<file path="src/rtl/lpm_pkg.sv">
package lpm_pkg;

  typedef enum logic [1:0] {
    LVL_RUN   = 2'd0,
    LVL_LIGHT = 2'd1,
    LVL_DEEP  = 2'd2,
    LVL_RECOV = 2'd3
  } lvl_e;

  typedef struct packed {
    logic osc_main;
    logic osc_ipo;
    logic sysclk;
    logic cpuclk;
    logic pc_adv;
    logic bo_mon;
    logic idle;
    logic pclk_gate;
  } dom_en_t;

  function automatic dom_en_t level_domains(input lvl_e lvl, input logic bo_keep);
    dom_en_t d;
    d.osc_main  = (lvl != LVL_DEEP);
    d.osc_ipo   = (lvl != LVL_DEEP);
    d.sysclk    = (lvl == LVL_RUN) || (lvl == LVL_LIGHT);
    d.cpuclk    = (lvl == LVL_RUN);
    d.pc_adv    = (lvl == LVL_RUN);
    d.bo_mon    = (lvl == LVL_DEEP) ? bo_keep : 1'b1;
    d.idle      = (lvl == LVL_DEEP) || (lvl == LVL_RECOV);
    d.pclk_gate = (lvl == LVL_RUN) || (lvl == LVL_LIGHT);
    return d;
  endfunction

endpackage

</file>
<file path="src/rtl/lpm_stab_cnt.sv">
module lpm_stab_cnt #(
  parameter int unsigned STAB_CYC = 64
) (
  input  logic clk,
  input  logic rst_n,
  input  logic run,
  output logic done
);
  localparam int unsigned CW = (STAB_CYC < 2) ? 1 : $clog2(STAB_CYC);
  localparam logic [CW-1:0] LAST = CW'(STAB_CYC - 1);

  logic [CW-1:0] cnt_q, cnt_d;

  always_comb begin
    cnt_d = '0;
    if (run && (cnt_q != LAST)) cnt_d = cnt_q + 1'b1;
  end

  always_ff @(posedge clk or negedge rst_n) begin
    if (!rst_n) cnt_q <= '0;
    else        cnt_q <= cnt_d;
  end

  assign done = run && (cnt_q == LAST);
endmodule

</file>
<file path="src/rtl/lpm_mode_fsm.sv">
module lpm_mode_fsm
  import lpm_pkg::*;
(
  input  logic clk,
  input  logic rst_n,
  input  logic stop_req,
  input  logic halt_req,
  input  logic wake_irq,
  input  logic smr_event,
  input  logic stab_done,
  output lvl_e lvl_q,
  output lvl_e lvl_d
);

  always_comb begin
    lvl_d = lvl_q;
    unique case (lvl_q)
      LVL_RUN: begin
        if (stop_req)      lvl_d = LVL_DEEP;
        else if (halt_req) lvl_d = LVL_LIGHT;
      end
      LVL_LIGHT: begin
        if (wake_irq || smr_event) lvl_d = LVL_RUN;
      end
      LVL_DEEP: begin
        if (smr_event) lvl_d = LVL_RECOV;
      end
      LVL_RECOV: begin
        if (stab_done) lvl_d = LVL_RUN;
      end
      default: lvl_d = LVL_RUN;
    endcase
  end

  always_ff @(posedge clk or negedge rst_n) begin
    if (!rst_n) lvl_q <= LVL_RUN;
    else        lvl_q <= lvl_d;
  end
endmodule

</file>
<file path="src/rtl/lpm_enable_reg.sv">
module lpm_enable_reg
  import lpm_pkg::*;
#(
  parameter int unsigned N_PERIPH = 4
) (
  input  logic                clk,
  input  logic                rst_n,
  input  lvl_e                lvl_d,
  input  logic                cfg_wdt_osc_en,
  input  logic                cfg_wdt_en,
  input  logic                cfg_bo_in_stop,
  input  logic [N_PERIPH-1:0] periph_en,
  output dom_en_t             dom_q,
  output logic                wdt_osc_q,
  output logic                wdt_run_q,
  output logic [N_PERIPH-1:0] pclk_q
);
  localparam dom_en_t DOM_RST = '{osc_main: 1'b1, osc_ipo: 1'b1, sysclk: 1'b1,
                                  cpuclk: 1'b1, pc_adv: 1'b1, bo_mon: 1'b1,
                                  idle: 1'b0, pclk_gate: 1'b0};

  dom_en_t dom_d;

  always_comb dom_d = level_domains(lvl_d, cfg_bo_in_stop);

  always_ff @(posedge clk or negedge rst_n) begin
    if (!rst_n) begin
      dom_q     <= DOM_RST;
      wdt_osc_q <= 1'b0;
      wdt_run_q <= 1'b0;
    end else begin
      dom_q     <= dom_d;
      wdt_osc_q <= cfg_wdt_osc_en;
      wdt_run_q <= cfg_wdt_en;
    end
  end

  for (genvar i = 0; i < N_PERIPH; i++) begin : g_pclk
    logic pclk_d;
    always_comb pclk_d = dom_d.pclk_gate & periph_en[i];
    always_ff @(posedge clk or negedge rst_n) begin
      if (!rst_n) pclk_q[i] <= 1'b0;
      else        pclk_q[i] <= pclk_d;
    end
  end
endmodule

</file>
<file path="src/rtl/lpm_clkctl.sv">
module lpm_clkctl
  import lpm_pkg::*;
#(
  parameter int unsigned N_PERIPH = 4,
  parameter int unsigned STAB_CYC = 64
) (
  input  logic                clk,
  input  logic                rst_n,
  input  logic                stop_req,
  input  logic                halt_req,
  input  logic                wake_irq,
  input  logic                smr_event,
  input  logic                cfg_wdt_osc_en,
  input  logic                cfg_wdt_en,
  input  logic                cfg_bo_in_stop,
  input  logic [N_PERIPH-1:0] periph_en,
  output logic                osc_main_en,
  output logic                osc_ipo_en,
  output logic                sysclk_en,
  output logic                cpuclk_en,
  output logic                pc_adv_en,
  output logic                wdt_osc_en,
  output logic                wdt_run_en,
  output logic                bo_mon_en,
  output logic                periph_idle,
  output logic [N_PERIPH-1:0] periph_clk_en
);
  lvl_e    lvl_q, lvl_d;
  logic    stab_done;
  dom_en_t dom_q;

  lpm_mode_fsm u_fsm (
    .clk       (clk),
    .rst_n     (rst_n),
    .stop_req  (stop_req),
    .halt_req  (halt_req),
    .wake_irq  (wake_irq),
    .smr_event (smr_event),
    .stab_done (stab_done),
    .lvl_q     (lvl_q),
    .lvl_d     (lvl_d)
  );

  lpm_stab_cnt #(.STAB_CYC(STAB_CYC)) u_stab (
    .clk   (clk),
    .rst_n (rst_n),
    .run   (lvl_q == LVL_RECOV),
    .done  (stab_done)
  );

  lpm_enable_reg #(.N_PERIPH(N_PERIPH)) u_en (
    .clk            (clk),
    .rst_n          (rst_n),
    .lvl_d          (lvl_d),
    .cfg_wdt_osc_en (cfg_wdt_osc_en),
    .cfg_wdt_en     (cfg_wdt_en),
    .cfg_bo_in_stop (cfg_bo_in_stop),
    .periph_en      (periph_en),
    .dom_q          (dom_q),
    .wdt_osc_q      (wdt_osc_en),
    .wdt_run_q      (wdt_run_en),
    .pclk_q         (periph_clk_en)
  );

  assign osc_main_en = dom_q.osc_main;
  assign osc_ipo_en  = dom_q.osc_ipo;
  assign sysclk_en   = dom_q.sysclk;
  assign cpuclk_en   = dom_q.cpuclk;
  assign pc_adv_en   = dom_q.pc_adv;
  assign bo_mon_en   = dom_q.bo_mon;
  assign periph_idle = dom_q.idle;
endmodule

</file>
<file path="config.mk">
export PLATFORM = sky130hd
export DESIGN_NAME = lpm_clkctl
export DESIGN_NICKNAME = d
export VERILOG_FILES = /design/src/rtl/lpm_pkg.sv /design/src/rtl/lpm_stab_cnt.sv /design/src/rtl/lpm_mode_fsm.sv /design/src/rtl/lpm_enable_reg.sv /design/src/rtl/lpm_clkctl.sv
export SDC_FILE = /design/constraint.sdc
export NUM_CORES = 1
export LEC_CHECK = 0
export BUFFER_PORTS_ARGS = -buffer_cell sky130_fd_sc_hd__buf_4
export CAP_MARGIN = 20
export CORE_MARGIN = 2
export CORE_UTILIZATION = 45
export CTS_CLUSTER_DIAMETER = 50
export CTS_CLUSTER_SIZE = 40
export DETAILED_ROUTE_END_ITERATION = 8
export PLACE_DENSITY = 0.84
export SYNTH_ARGS = -nofsm -noshare
export SYNTH_HDL_FRONTEND = slang
export SYNTH_SLANG_ARGS = --single-unit
</file>
<file path="constraint.sdc">
create_clock -name clk -period 2 [get_ports clk]
set_clock_uncertainty 0.2 [all_clocks]
set_input_delay 0 -clock clk [delete_from_list [all_inputs] [get_ports clk]]
set_output_delay 0 -clock clk [all_outputs]
set_load 0.01 [all_outputs]
</file>
==> impl_metrics.ini <==
[status]
run_status = finished, final reports clean

[cells_and_area]
register_area_um2 = 480.5
nFillCells = 110
syn_to_final_growth_pct = 50.92
final_standard_cell_count_with_taps_included_and_fillers_excluded = 121
finish.net_count = 120
post_route_cells_drive_above_1_share_pct = 35.24
multi_input_comb_area_um2 = 247.7
antenna_cells = 0

[grt]
antenna_found_initial = 0
global_route_wire_length_before_repair_mm = 2.760
grt_start_max_net_pins = 16
grt.overflow.total = 0
first_global_vias = 651
groute.usage.overall_pct = 20.43

[worst_setup_path]
critical_path.endpoint_type = flop
reg2reg_path_depth = 5
critPathMaxFanout = 4
launch_point_of_the_worst_path = u_stab.cnt_q[0]
crit-reg2reg-capture = u_fsm.lvl_q[0]
r2r_setup_slack_ns = 0.09
timing.critical_path.to = u_fsm.lvl_q[0]
crit_required_ns = 1.99
crit_path_start_kind = flop
worst_ep_arrival_time_ns = 1.90
critical_path.reg2reg.startpoint = u_stab.cnt_q[0]
crit_type = reg2reg

[synth]
yosys_most_used_dff = sky130_fd_sc_hd__dfrtp_1
count_leader_synth = sky130_fd_sc_hd__dfrtp_1
synthesis.yosys.warnings = 0
post_synth.cell_area_avg_um2 = 11.94
yosys.cell_types.count = 25
synth_top_cells_by_count = 15 x sky130_fd_sc_hd__dfrtp_1, 7 x sky130_fd_sc_hd__nor2_1, 4 x sky130_fd_sc_hd__and2_1, 4 x sky130_fd_sc_hd__dfstp_2
synthesis.area_um2 = 752.0
synth_nets = 77
synthDominantAreaCellType = sky130_fd_sc_hd__dfrtp_1
synth-edff-count = 0
post_synth_inst_count = 63
yosys-top-cells-area = sky130_fd_sc_hd__dfrtp_1 50%, sky130_fd_sc_hd__dfstp_2 14%, sky130_fd_sc_hd__nor2_1 3.5%, sky130_fd_sc_hd__and2_1 3.3%, sky130_fd_sc_hd__o22ai_4 2.7%
ys_seq_elements = 19
post-synth-top-area-fraction_pct = 49.92
synth-seq-area-share_pct = 63.89
ys_async_sr_fraction_pct = 100.0

[detailed_routing]
routed_wire_length_per_instance_um = 14.61
detailroute.via_count = 609
via_per_inst = 5.033
first_iter_violations = 7
ant_nets = 0
first_pass_iters = 4
postRouteWirelength_mm = 1.768
route.detailed.drc = 0

[cts]
number_of_buffers_inserted_by_post_cts_setup_repair = 0
cts_htree_levels = 1
cts.sinks = 19
tritoncts.num_buffers = 3
cts.reportedPaths.clkPinSlew_ns = 0.11
cts_root_buffer = sky130_fd_sc_hd__clkbuf_4
cts_buffer_depth = 2
insertion_delay_ns = 0.30
cts_tree = built

[sta]
maxSlewHeadroom_pct = 56.73
layout_min_cycle_time_ns = 1.905
timing.fmax_mhz = 524.9
timing_max_transition_violations_final = 0
report.final.hold_viol_count = 0
worst_hold_slack_ns = 0.1513
unrepaired_setup_endpoints_after_global_routing = no
worst_pin_slew_ns = 0.6470
finalSetupTns_ns = 0
period_share_pct = 95.27
setup_violations = 0

[power]
power.static_leakage_nw = 0.5162
p_total_uw = 922.5
p_per_area_nw_per_um2 = 812.9
max-vdd-ir-drop_mv = 0.7030

[die]
core_region_area_um2 = 1541
row_count = 14
die_area_um2 = 2014
ioPinCount = 26
die_height_um = 44.88
die_width_um = 44.88
initial_core_util_pct = 48.78

[place]
dp_cells = 101
port-buffer-count = 25
detailedPlacementHpwl_mm = 1.016
place.gp.congestion = 0.7675

[worst_hold_path]
hold_path_class = in2reg

[flow_run]
max-cap-violations = 0
-- layout by cell type, fill, tap and decap left out --
cell type / count
sky130_fd_sc_hd__or2_1: 1
sky130_fd_sc_hd__nor2_1: 6
sky130_fd_sc_hd__dlygate4sd3_1: 16
sky130_fd_sc_hd__o22ai_1: 1
sky130_fd_sc_hd__ha_1: 1
sky130_fd_sc_hd__a21o_1: 1
sky130_fd_sc_hd__a21oi_1: 2
sky130_fd_sc_hd__o21ai_0: 3
sky130_fd_sc_hd__and2_1: 4
sky130_fd_sc_hd__o21bai_1: 1
sky130_fd_sc_hd__nand3_1: 2
sky130_fd_sc_hd__buf_4: 25
sky130_fd_sc_hd__dfrtp_1: 15
sky130_fd_sc_hd__nand3_2: 1
sky130_fd_sc_hd__mux2_2: 1
sky130_fd_sc_hd__nand2b_1: 2
sky130_fd_sc_hd__nor2_2: 1
sky130_fd_sc_hd__dfstp_2: 4
sky130_fd_sc_hd__inv_1: 3
sky130_fd_sc_hd__nand2_1: 3
sky130_fd_sc_hd__clkinv_2: 1
sky130_fd_sc_hd__nor3b_1: 1
sky130_fd_sc_hd__xor2_1: 2
sky130_fd_sc_hd__o22ai_4: 1
sky130_fd_sc_hd__clkbuf_4: 3
sky130_fd_sc_hd__xnor2_1: 1
sky130_fd_sc_hd__or3_1: 1
sky130_fd_sc_hd__nor2b_1: 1
sky130_fd_sc_hd__o31ai_1: 1
-- power breakdown --
| group | internal (mW) | total, mW | switching, mW |
|---|---|---|---|
| registers | 0.446 | 0.500 | 0.0538 |
| logic | 0.123 | 0.227 | 0.104 |
| clock network | 0.0745 | 0.196 | 0.121 |
-- critical path, cell delays in order, from the launching register on --
cell                            delay, ns
sky130_fd_sc_hd__dfrtp_1             0.40
sky130_fd_sc_hd__ha_1                0.23
sky130_fd_sc_hd__nand3_2             0.16
sky130_fd_sc_hd__nor2_2              0.17
sky130_fd_sc_hd__o22ai_1             0.08
sky130_fd_sc_hd__dlygate4sd3_1       0.56
-- state kept, by name (all words and copies together), names as in the netlist --
| register | flops |
|---|---|
| u_stab.cnt_q | 6 |
| u_en.dom_q | 5 |
| u_en.pclk_q | 4 |
| u_fsm.lvl_q | 2 |
| u_en.wdt_osc_q | 1 |
| u_en.wdt_run_q | 1 |
-- cell families (layout without fill, tap and decap cells) --
kind of cell    count (synthesis)  in the layout  synth area share (%)
xor+xnor                        3              3                 3.495
compound gates                 10             10                 9.818
buf+inv                         6             48                 4.158
mux                             1              1                 1.497
simple gates                   23             23                 15.48
flops                          19             19                 63.89
fa+ha+maj                       1              1                 1.664
-- final cells by class --
| class | count | share of cell area [%] |
|---|---|---|
| clock buffers | 3 | 1.985 |
| clock inverters | 1 | 0.4410 |
| inverters | 3 | 0.9923 |
| multi-input cells | 38 | 21.83 |
| flip-flops and latches | 19 | 42.34 |
| well taps | 16 | 1.764 |
| repair buffers | 41 | 30.65 |
-- timing repair --
item	CTS	global route
hold endpoints to repair	30	0
gates resized for setup	0	2
endpoints found under the setup margin	0	1
hold buffers	16	0
-- through the flow --
stage,instance area [µm²],setup WS [ns],utilization [%]
after floorplan,752.0,0.6070,-
after global placement,939.7,0.5544,60.96
final,1135,0.09470,73.62
after detailed placement,939.7,0.4798,60.96
after global routing,1135,0.04282,73.62
after CTS,1127,0.03218,73.13
-- worst min path at each step --
stage / startpoint / to / slack [ns] / cells past startpoint
2_1_floorplan: rst_n / u_en.dom_q[1] / -0.50 / 0
3_3_place_gp: rst_n / u_stab.cnt_q[3] / -0.32 / 1
3_5_place_dp: rst_n / u_stab.cnt_q[5] / -0.32 / 1
4_1_cts: cfg_wdt_osc_en / u_en.wdt_osc_q / 0.13 / 2
5_1_grt: cfg_wdt_osc_en / u_en.wdt_osc_q / 0.14 / 2
6_report: cfg_wdt_en / u_en.wdt_run_q / 0.15 / 2
-- per-layer routing --
layer / share of wire [%] / track usage, % / wire length (µm) / vias up
met2: 57 / 38.55 / 999 / 21
met4: 1.1 / 10.59 / 20 / 0
met1: 38 / 21.07 / 678 / 296
met3: 3.9 / 4.000 / 69 / 2
li1: - / - / - / 290
met5: 0 / 0 / 0 / -
Note: power is estimated with default switching activity, not from simulation.
